### src/rtl/rcs_pkg.sv
package rcs_pkg;
  localparam int NUM_REQ = 8;
  localparam int CODE_W  = $clog2(NUM_REQ + 2);
  localparam logic [CODE_W-1:0] CODE_NONE    = '0;
  localparam logic [CODE_W-1:0] CODE_PWR_EXT = CODE_W'(1);

  typedef struct packed {
    logic              load;
    logic              useLong;
    logic              dec;
    logic              capture;
    logic              porSet;
    logic              clear;
    logic [CODE_W-1:0] code;
  } strobe_t;
endpackage

### src/rtl/rcs_ctrl.sv
module rcs_ctrl
  import rcs_pkg::*;
(
  input  logic               clk,
  input  logic               rstN,
  input  logic [NUM_REQ-1:0] srcReq,
  input  logic               porActive,
  input  logic               padIn,
  input  logic               tick,
  input  logic               cfgWr,
  input  logic               cfgShort,
  input  logic               restartEntry,
  input  logic               rdClr,
  input  logic               cntIsOne,
  output strobe_t            strb,
  output logic               stretching,
  output logic               shortLen
);
  logic padPrev;
  logic extEdge;
  logic start;
  logic [CODE_W-1:0] reqCode;

  // Outside falling edge: only counted when the block itself is not pulling.
  assign extEdge = padPrev && !padIn && !stretching && !porActive;
  assign start   = !stretching && !porActive && (extEdge || (|srcReq));

  // Fixed priority: lowest index wins, outside edge ranks above all requests.
  always_comb begin
    reqCode = CODE_NONE;
    for (int k = NUM_REQ - 1; k >= 0; k--) begin
      if (srcReq[k]) reqCode = CODE_W'(k + 2);
    end
    if (extEdge) reqCode = CODE_PWR_EXT;
  end

  always_comb begin
    strb.load    = porActive || start;
    strb.useLong = porActive || extEdge || !shortLen;
    strb.dec     = stretching && !porActive && tick;
    strb.capture = porActive || start;
    strb.porSet  = porActive;
    strb.clear   = rdClr;
    strb.code    = porActive ? CODE_PWR_EXT : reqCode;
  end

  always_ff @(posedge clk or negedge rstN) begin
    if (!rstN) begin
      padPrev    <= 1'b1;
      stretching <= 1'b0;
      shortLen   <= 1'b0;
    end else begin
      padPrev <= padIn;
      if (porActive || start)          stretching <= 1'b1;
      else if (strb.dec && cntIsOne)   stretching <= 1'b0;
      if (porActive || restartEntry || extEdge) shortLen <= 1'b0;
      else if (cfgWr)                           shortLen <= cfgShort;
    end
  end
endmodule

### src/rtl/rcs_datapath.sv
module rcs_datapath
  import rcs_pkg::*;
#(
  parameter int LONG_MS  = 20,
  parameter int SHORT_MS = 1
) (
  input  logic              clk,
  input  logic              rstN,
  input  strobe_t           strb,
  output logic              cntIsOne,
  output logic [CODE_W-1:0] statusCode,
  output logic              porFlag
);
  localparam int CNT_W = $clog2(LONG_MS + 1);
  localparam logic [CNT_W-1:0] LONG_LD  = CNT_W'(LONG_MS);
  localparam logic [CNT_W-1:0] SHORT_LD = CNT_W'(SHORT_MS);

  logic [CNT_W-1:0] cnt;

  assign cntIsOne = (cnt == CNT_W'(1));

  always_ff @(posedge clk or negedge rstN) begin
    if (!rstN) begin
      cnt        <= '0;
      statusCode <= CODE_NONE;
      porFlag    <= 1'b0;
    end else begin
      if (strb.load)     cnt <= strb.useLong ? LONG_LD : SHORT_LD;
      else if (strb.dec) cnt <= cnt - CNT_W'(1);
      if (strb.capture)    statusCode <= strb.code;
      else if (strb.clear) statusCode <= CODE_NONE;
      if (strb.porSet)     porFlag <= 1'b1;
      else if (strb.clear) porFlag <= 1'b0;
    end
  end
endmodule

### src/rtl/reset_capture_stretch.sv
module reset_capture_stretch
  import rcs_pkg::*;
#(
  parameter int LONG_MS  = 20,
  parameter int SHORT_MS = 1
) (
  input  logic               clk,
  input  logic               rstN,
  input  logic [NUM_REQ-1:0] srcReq,
  input  logic               porActive,
  input  logic               padIn,
  input  logic               tick,
  input  logic               cfgWr,
  input  logic               cfgShort,
  input  logic               restartEntry,
  input  logic               rdClr,
  output logic               pullLow,
  output logic               resetActive,
  output logic [CODE_W-1:0]  statusCode,
  output logic               porFlag,
  output logic               shortLenQ
);
  strobe_t strb;
  logic    cntIsOne;
  logic    stretching;

  rcs_ctrl ctrl_i (
    .clk(clk), .rstN(rstN), .srcReq(srcReq), .porActive(porActive),
    .padIn(padIn), .tick(tick), .cfgWr(cfgWr), .cfgShort(cfgShort),
    .restartEntry(restartEntry), .rdClr(rdClr), .cntIsOne(cntIsOne),
    .strb(strb), .stretching(stretching), .shortLen(shortLenQ)
  );

  rcs_datapath #(.LONG_MS(LONG_MS), .SHORT_MS(SHORT_MS)) dp_i (
    .clk(clk), .rstN(rstN), .strb(strb), .cntIsOne(cntIsOne),
    .statusCode(statusCode), .porFlag(porFlag)
  );

  assign pullLow     = stretching;
  assign resetActive = stretching || !padIn;
endmodule

### config.mk
export PLATFORM = sky130hd
export DESIGN_NAME = reset_capture_stretch
export DESIGN_NICKNAME = d
export VERILOG_FILES = /design/src/rtl/rcs_pkg.sv /design/src/rtl/rcs_ctrl.sv /design/src/rtl/rcs_datapath.sv /design/src/rtl/reset_capture_stretch.sv
export SDC_FILE = /design/constraint.sdc
export NUM_CORES = 1
export LEC_CHECK = 0
export CORE_AREA = 4 4 41 43
export DETAILED_ROUTE_END_ITERATION = 6
export DIE_AREA = 0 0 45 47
export DONT_BUFFER_PORTS = 1
export HOLD_SLACK_MARGIN = 0.02
export PLACE_DENSITY = 0.72
export REMOVE_ABC_BUFFERS = 1
export SLEW_MARGIN = 20
export SYNTH_ARGS = -nofsm -noshare
export SYNTH_HDL_FRONTEND = slang
export SYNTH_SLANG_ARGS = --single-unit
### constraint.sdc
create_clock -name clk -period 2.38 [get_ports clk]
set_input_delay 0.119 -clock clk [delete_from_list [all_inputs] [get_ports clk]]
set_output_delay 0.119 -clock clk [all_outputs]
set_load 0.01 [all_outputs]
==> metrics, run 1 <==
status finished clean; ANT cells 0; share of cells above drive strength 1 0.152; vias per cell 6.16; RSZ-0062 raised after global routing false; share of the synthesized area in the top cell type 0.401; core area 0.00130 mm²; die area between 0.002 and 0.0025 mm²; Worst Tran Pin Value 0.636 ns; CTS Root Cell clkbuf_4; routed len/inst 16.9 µm; Synth Area per Inst between 10 and 15 µm²; crit path from ctrl_i.stretching; Hold Crit Endpoint dp_i.statusCode[1]; Achievable Freq 0.537 GHz; hpwl dp around 1200 µm; first-pass GRT wire length ~2400 µm; max cap viols 0; Worst-path clk slew 0.08 ns; HP Start porActive; CTS max path bufs 2; Hold Path Depth 3; placed cell area between 700 and 800 µm²; Worst EP required between 2 and 3 ns; pin count of the biggest net entering global routing 14; crit end category flip-flop; Vias 579; post-cts resize count 0; DRT Wirelength 1590 µm; r2r endpoint dp_i.cnt[0]; post-synthesis sequential area ratio 0.436; power per cell area 534 mW/mm²; area of the mapped netlist roughly 750 µm²; Slew HR 0.575; Yosys cell types 39; Skew-Pair Late Insertion Delay 0.27 ns; Detailed Routing Iterations Pass 1 4; DIE WIDTH 45 µm; Critical Path Start Type flip-flop; Gate Count Post-Synth 72; Seq cells post-synth 13; vias in the first global route 580; Final Core Density 0.637; Fin Clk Skew 0.00136 ns; initial drt markers 12; TritonCTS clock tree yes; Worst Path Max Fanout 12; post-route cell area 828 µm²; Synth area leader dfrtp_1; Tot Pwr between 400 and 500 µW; Final Max Slew Viols 0; Remaining DRCs 0; Final period util 0.782; Final setup viols 0; Data arrival, critical path about 2.1 ns; Placed Cells 85; Placement Rows 13; Routed Antenna Nets 0; Chip Height 47 µm; r2r worst-path depth 4; ranking of synthesized cells by area dfrtp_1 40%, o41ai_4 3.7%, dfstp_2 3.5%; initial antenna violation count 0; P_leak about 0.00035 µW; most frequent cells in the layout 12 x dfrtp_1, 5 x nor2_1, 5 x nand2_1, 5 x dlygate4sd3_1; Max VDD drop 0.419 mV; I/O pins 25; Tightest Hold Check Type in -> reg; R2R Setup Slk 0.52 ns; Starting Density 0.576; most common cell after layout, fill and taps aside dfrtp_1; remaining global-route overflow 0; RR Startpoint ctrl_i.stretching; fin nets 99; Clock Sinks 13; fin crit period 1.86 ns; filler instances 111; Finished Layout Cells 94; Port Buf Inserts 0; Multi-input gate area 392 µm²; critical path class reg -> reg; GPL Wtd Cong 0.812; CTS Buf Count 3; CTS H-tree depth 1; Storage cell area 327 µm²; total negative slack 0 ns; post-CTS setup buffers 0; YS warnings 0; Tot GR Track Use 0.164; P&R area growth vs syn 10.5%; Final Hold Fails 0
-- worst max-delay path, stage by stage, from the launching register on --
cell	delay (ns)
dfrtp_1	0.48
nor3b_2	0.13
o41ai_4	0.67
mux2_2	0.40
a21oi_1	0.10
-- synthesized netlist by cell type --
cell,count
o41ai_1,1
dfrtp_1,12
nor3b_1,1
a21oi_1,3
a21boi_1,1
and3_2,1
buf_2,1
xor2_1,1
o41ai_4,1
dfstp_2,1
ha_1,2
nand3b_1,1
o211a_1,1
nor3_1,2
or4_1,1
nor3b_2,1
o31ai_1,3
nand3_1,2
nor2b_1,1
or3_4,1
o21ai_0,2
nor2_1,5
nor4bb_1,1
inv_1,4
buf_6,1
a31o_2,1
or4_4,1
a21boi_0,1
or2_2,1
o311a_1,1
a21o_1,1
nand2b_1,4
or2b_1,1
mux2_2,1
mux2i_1,1
and3b_1,1
nor4_1,1
nand2_1,5
xnor2_1,1
-- stage by stage --
stage / hold WS (ns) / worst slack [ns]
2_1_floorplan: -0.177 / 0.733
3_3_place_gp: -0.176 / 0.593
3_5_place_dp: -0.176 / 0.508
4_1_cts: 0.0814 / 0.507
5_1_grt: 0.0963 / 0.389
6_report: 0.0841 / 0.519
-- worst max-delay path by stage --
stage                       end  slack [ns]
finish              dp_i.cnt[0]        0.52
global route        dp_i.cnt[0]        0.39
CTS                 dp_i.cnt[0]        0.51
detailed placement  dp_i.cnt[0]        0.51
global placement    dp_i.cnt[0]        0.59
floorplan           dp_i.cnt[0]        0.73
-- layout make-up --
class	instances	area share
inverter	4	0.0181
timing repair buffer	5	0.0604
sequential	13	0.394
multi-input combinational	53	0.473
tap	15	0.0227
clock buffer	4	0.0317
-- cells by family after synthesis --
family,Yosys count,share of synthesized area
buffers and inverters,6,0.0417
XOR/XNOR,2,0.0234
flip-flops,13,0.436
AND/OR/NAND/NOR,31,0.257
multiplexers,2,0.0284
adder cells (fa/ha/maj),2,0.0334
AO/OA/AOI/OAI,16,0.180
-- timing repair --
item	in CTS	in global routing
endpoints found under the setup margin	0	0
hold buffers	5	0
hold endpoints to repair	16	0
-- power by group --
group	switching (µW)	internal, µW	total (µW)
clock	69.0	64.9	134
combinational	29.0	30.5	59.5
sequential	14.6	234	249
total	113	330	442
-- registers in the layout, indices dropped and copies added, names as in the netlist --
register / cells
ctrl_i.padPrev: 1
dp_i.cnt: 5
dp_i.porFlag: 1
ctrl_i.shortLen: 1
ctrl_i.stretching: 1
dp_i.statusCode: 4
-- routing by layer --
metal	share of wire	up-vias	wire length, µm	global-route usage
li1	-	272	-	-
met1	0.38	282	605	0.175
met2	0.51	23	812	0.282
met3	0.11	2	169	0.0920
met4	0.0025	0	4	0.0409
met5	0	-	0	0
Power figures use the tool's default switching activity.
==> run 2, diff against run 1 <==
- ABC_AREA: not set -> 1
- PLACE_DENSITY: 0.72 -> 0.73
- clock period: 2.38 -> 1.9 ns (I/O delays scaled with it)
==> metrics, run 2 <==
status finished clean; critical path class reg -> reg; area of the mapped netlist 763 µm² (+1.8%); I/O pins 25 (unchanged); DRT Wirelength 1560 µm (-1.8%); Routed Antenna Nets 0 (unchanged); routed len/inst 13.0 µm (-23%); Placement Rows 13 (unchanged); Worst EP required 2.08 ns (-0.50 ns); power per cell area 756 mW/mm² (+42%); vias per cell 5.25 (-15%); crit path from ctrl_i.stretching; Worst Path Max Fanout 13 (+1); TritonCTS clock tree yes; pin count of the biggest net entering global routing 14 (unchanged); RR Startpoint ctrl_i.stretching; Remaining DRCs 0 (unchanged); most common cell after layout, fill and taps aside nand2_1; Final Max Slew Viols 0 (unchanged); Tightest Hold Check Type in -> reg; Worst path slowest cell dfrtp_1; initial antenna violation count 0 (unchanged); Chip Height 47 µm (unchanged); ANT cells 0 (unchanged); YS warnings 0 (unchanged); Achievable Freq 0.654 GHz (+22%); HP Start cfgShort; Vias 630 (+8.8%); remaining global-route overflow 0 (unchanged); share of cells above drive strength 1 0.152 (+0.000482); GPL Wtd Cong 0.764 (-5.8%); Gate Count Post-Synth 98 (+36%); Synth Area per Inst 7.79 µm² (-25%); Seq cells post-synth 13 (unchanged); Top reg by flops dp_i.cnt; Multi-input gate area 369 µm² (-5.8%); number of synthesized flops with an enable pin 0 (unchanged); FFs w/ async S/R, synth 1.00 (unchanged); Final period util 0.805 (+0.0232); Final setup viols 0 (unchanged); CTS Hold Bufs 4 (-1); share of the synthesized area in the top cell type 0.393 (-0.00723); Storage cell area 327 µm² (unchanged); CTS Buf Count 3 (unchanged); Starting Density 0.587 (+0.0106); vias in the first global route 617 (+6.4%); critical path, cell by cell inv_2 -> nor2_4 -> inv_2 -> nand2_4 -> nand3_2 -> nand2_2 -> nand2_1 -> nor2_1 -> nor2_1; RSZ-0062 raised after global routing false; post-CTS setup buffers 0 (unchanged); Critical Path Start Type flip-flop; Data arrival, critical path 1.71 ns (-0.35 ns); count leader, synth nand2_1; CTS H-tree depth 1 (unchanged); fin crit period 1.53 ns (-0.331 ns); most frequent cells in the layout 31 x nand2_1, 12 x inv_1, 12 x dfrtp_1; Top Registers dp_i.cnt x5, dp_i.statusCode x4; max cap viols 0 (unchanged); CTS max path bufs 2 (unchanged); Clock Sinks 13 (unchanged); hpwl dp 1150 µm (-2.1%); P&R area growth vs syn 9.67%; Worst-path clk slew 0.08 ns (about the same); Critical Path Max Stage Delay 0.41 ns (-0.26 ns); CTS Root Cell clkbuf_4; post-cts resize count 0 (unchanged); Skew-Pair Late Insertion Delay 0.28 ns (about the same); fin nets 125 (+26%); Synth area leader dfrtp_1; Fin Clk Skew 0.00146 ns (+0.000102 ns); synth cell count leaders 31 x nand2_1, 12 x dfrtp_1, 12 x inv_1; Post-synth top flop dfrtp_1; Port Buf Inserts 0 (unchanged); core area 0.00130 mm² (unchanged); P_leak 0.000431 µW (+22%); Tot GR Track Use 0.179 (+0.0146); crit end category flip-flop; Slew HR 0.613 (+0.0388); filler instances 122 (+9.9%); Largest register FFs 5 (unchanged); Hold Slack 0.0216 ns (-0.0625 ns); Final Hold Fails 0 (unchanged); first-pass GRT wire length 2630 µm (+7.3%); Worst Tran Pin Value 0.578 ns (-0.0579 ns); ranking of synthesized cells by area dfrtp_1 39%, nand2_1 15%, inv_1 5.9%; Yosys cell types 25 (-36%); post-synthesis sequential area ratio 0.428 (-0.00786); initial drt markers 10 (-2); Detailed Routing Iterations Pass 1 4 (unchanged); die area 0.00212 mm² (unchanged); Max VDD drop 0.369 mV (-12%); total negative slack 0 ns (unchanged); DIE WIDTH 45 µm (unchanged)
==> run 2: changes by cell type in the layout (fill, tap and decap cells not counted), sizes merged, moves of 4 or more <==
cell	delta
nor2	+5
inv	+11
nand2	+28
nand3	+7
nand2b	-4
==> run 2: cell families (layout without fill, tap and decap cells) <==
logic type,count (synthesis),count (layout),share of synthesized area
and+or+nand+nor,56,56,0.348
buffers and inverters,16,23,0.0885
DFF,13,13,0.428
AOI/OAI and AO/OA,7,7,0.0557
xor gates and xnor gates,3,3,0.0344
adders and majority gates,2,2,0.0328
muxes,1,1,0.0131
==> run 2: area by class of cell <==
type                       count  share of cell area
tap                           15              0.0224
timing repair buffer           4              0.0478
clock buffer                   4              0.0314
multi-input combinational     69               0.441
sequential                    13               0.390
inverter                      15              0.0673
==> run 2: path summary, 6_finish.rpt <==
check                      depth (start not counted)  slack [ns]           endpoint
min in group asynchronous                          1        0.24  ctrl_i.stretching
setup / recovery                                   9        0.37        dp_i.cnt[0]
hold / removal                                     2        0.02    ctrl_i.shortLen
setup reg to reg                                   9        0.37        dp_i.cnt[0]
hold reg to reg                                    2        0.54        dp_i.cnt[0]
max in group asynchronous                          1        1.28        dp_i.cnt[2]
==> run 2: metrics by stage <==
stage / cells / cell area, µm² / power, µW / setup WS [ns] / util
5_1_grt: 120 / 837 / 671 / 0.219 / 0.643
3_3_place_gp: 112 / 771 / 446 / 0.470 / 0.592
3_5_place_dp: 112 / 771 / 449 / 0.418 / 0.592
6_report: 120 / 837 / 633 / 0.371 / 0.643
2_1_floorplan: 97 / 752 / 427 / 0.570 / -
4_1_cts: 120 / 837 / 637 / 0.387 / 0.643
==> run 2: report_power, final <==
group          internal [µW]  total [µW]  leakage [µW]  switching [µW]
logic                   52.2         129      0.000258            77.0
clock network           81.6         177     0.0000150            95.2
registers                303         327      0.000159            24.6
total                    436         633      0.000431             197
==> run 2: per-layer routing <==
layer  GRT usage  share of wire
met1       0.204           0.44
met2       0.299           0.48
met3      0.0498          0.058
met4       0.105          0.024
met5           0              0
==> run 2: worst max-delay path: cells and delay by family, from the launching register on <==
family	cells	cell delay, ns
and+or+nand+nor	7	0.86
DFF	1	0.41
buffers and inverters	2	0.15
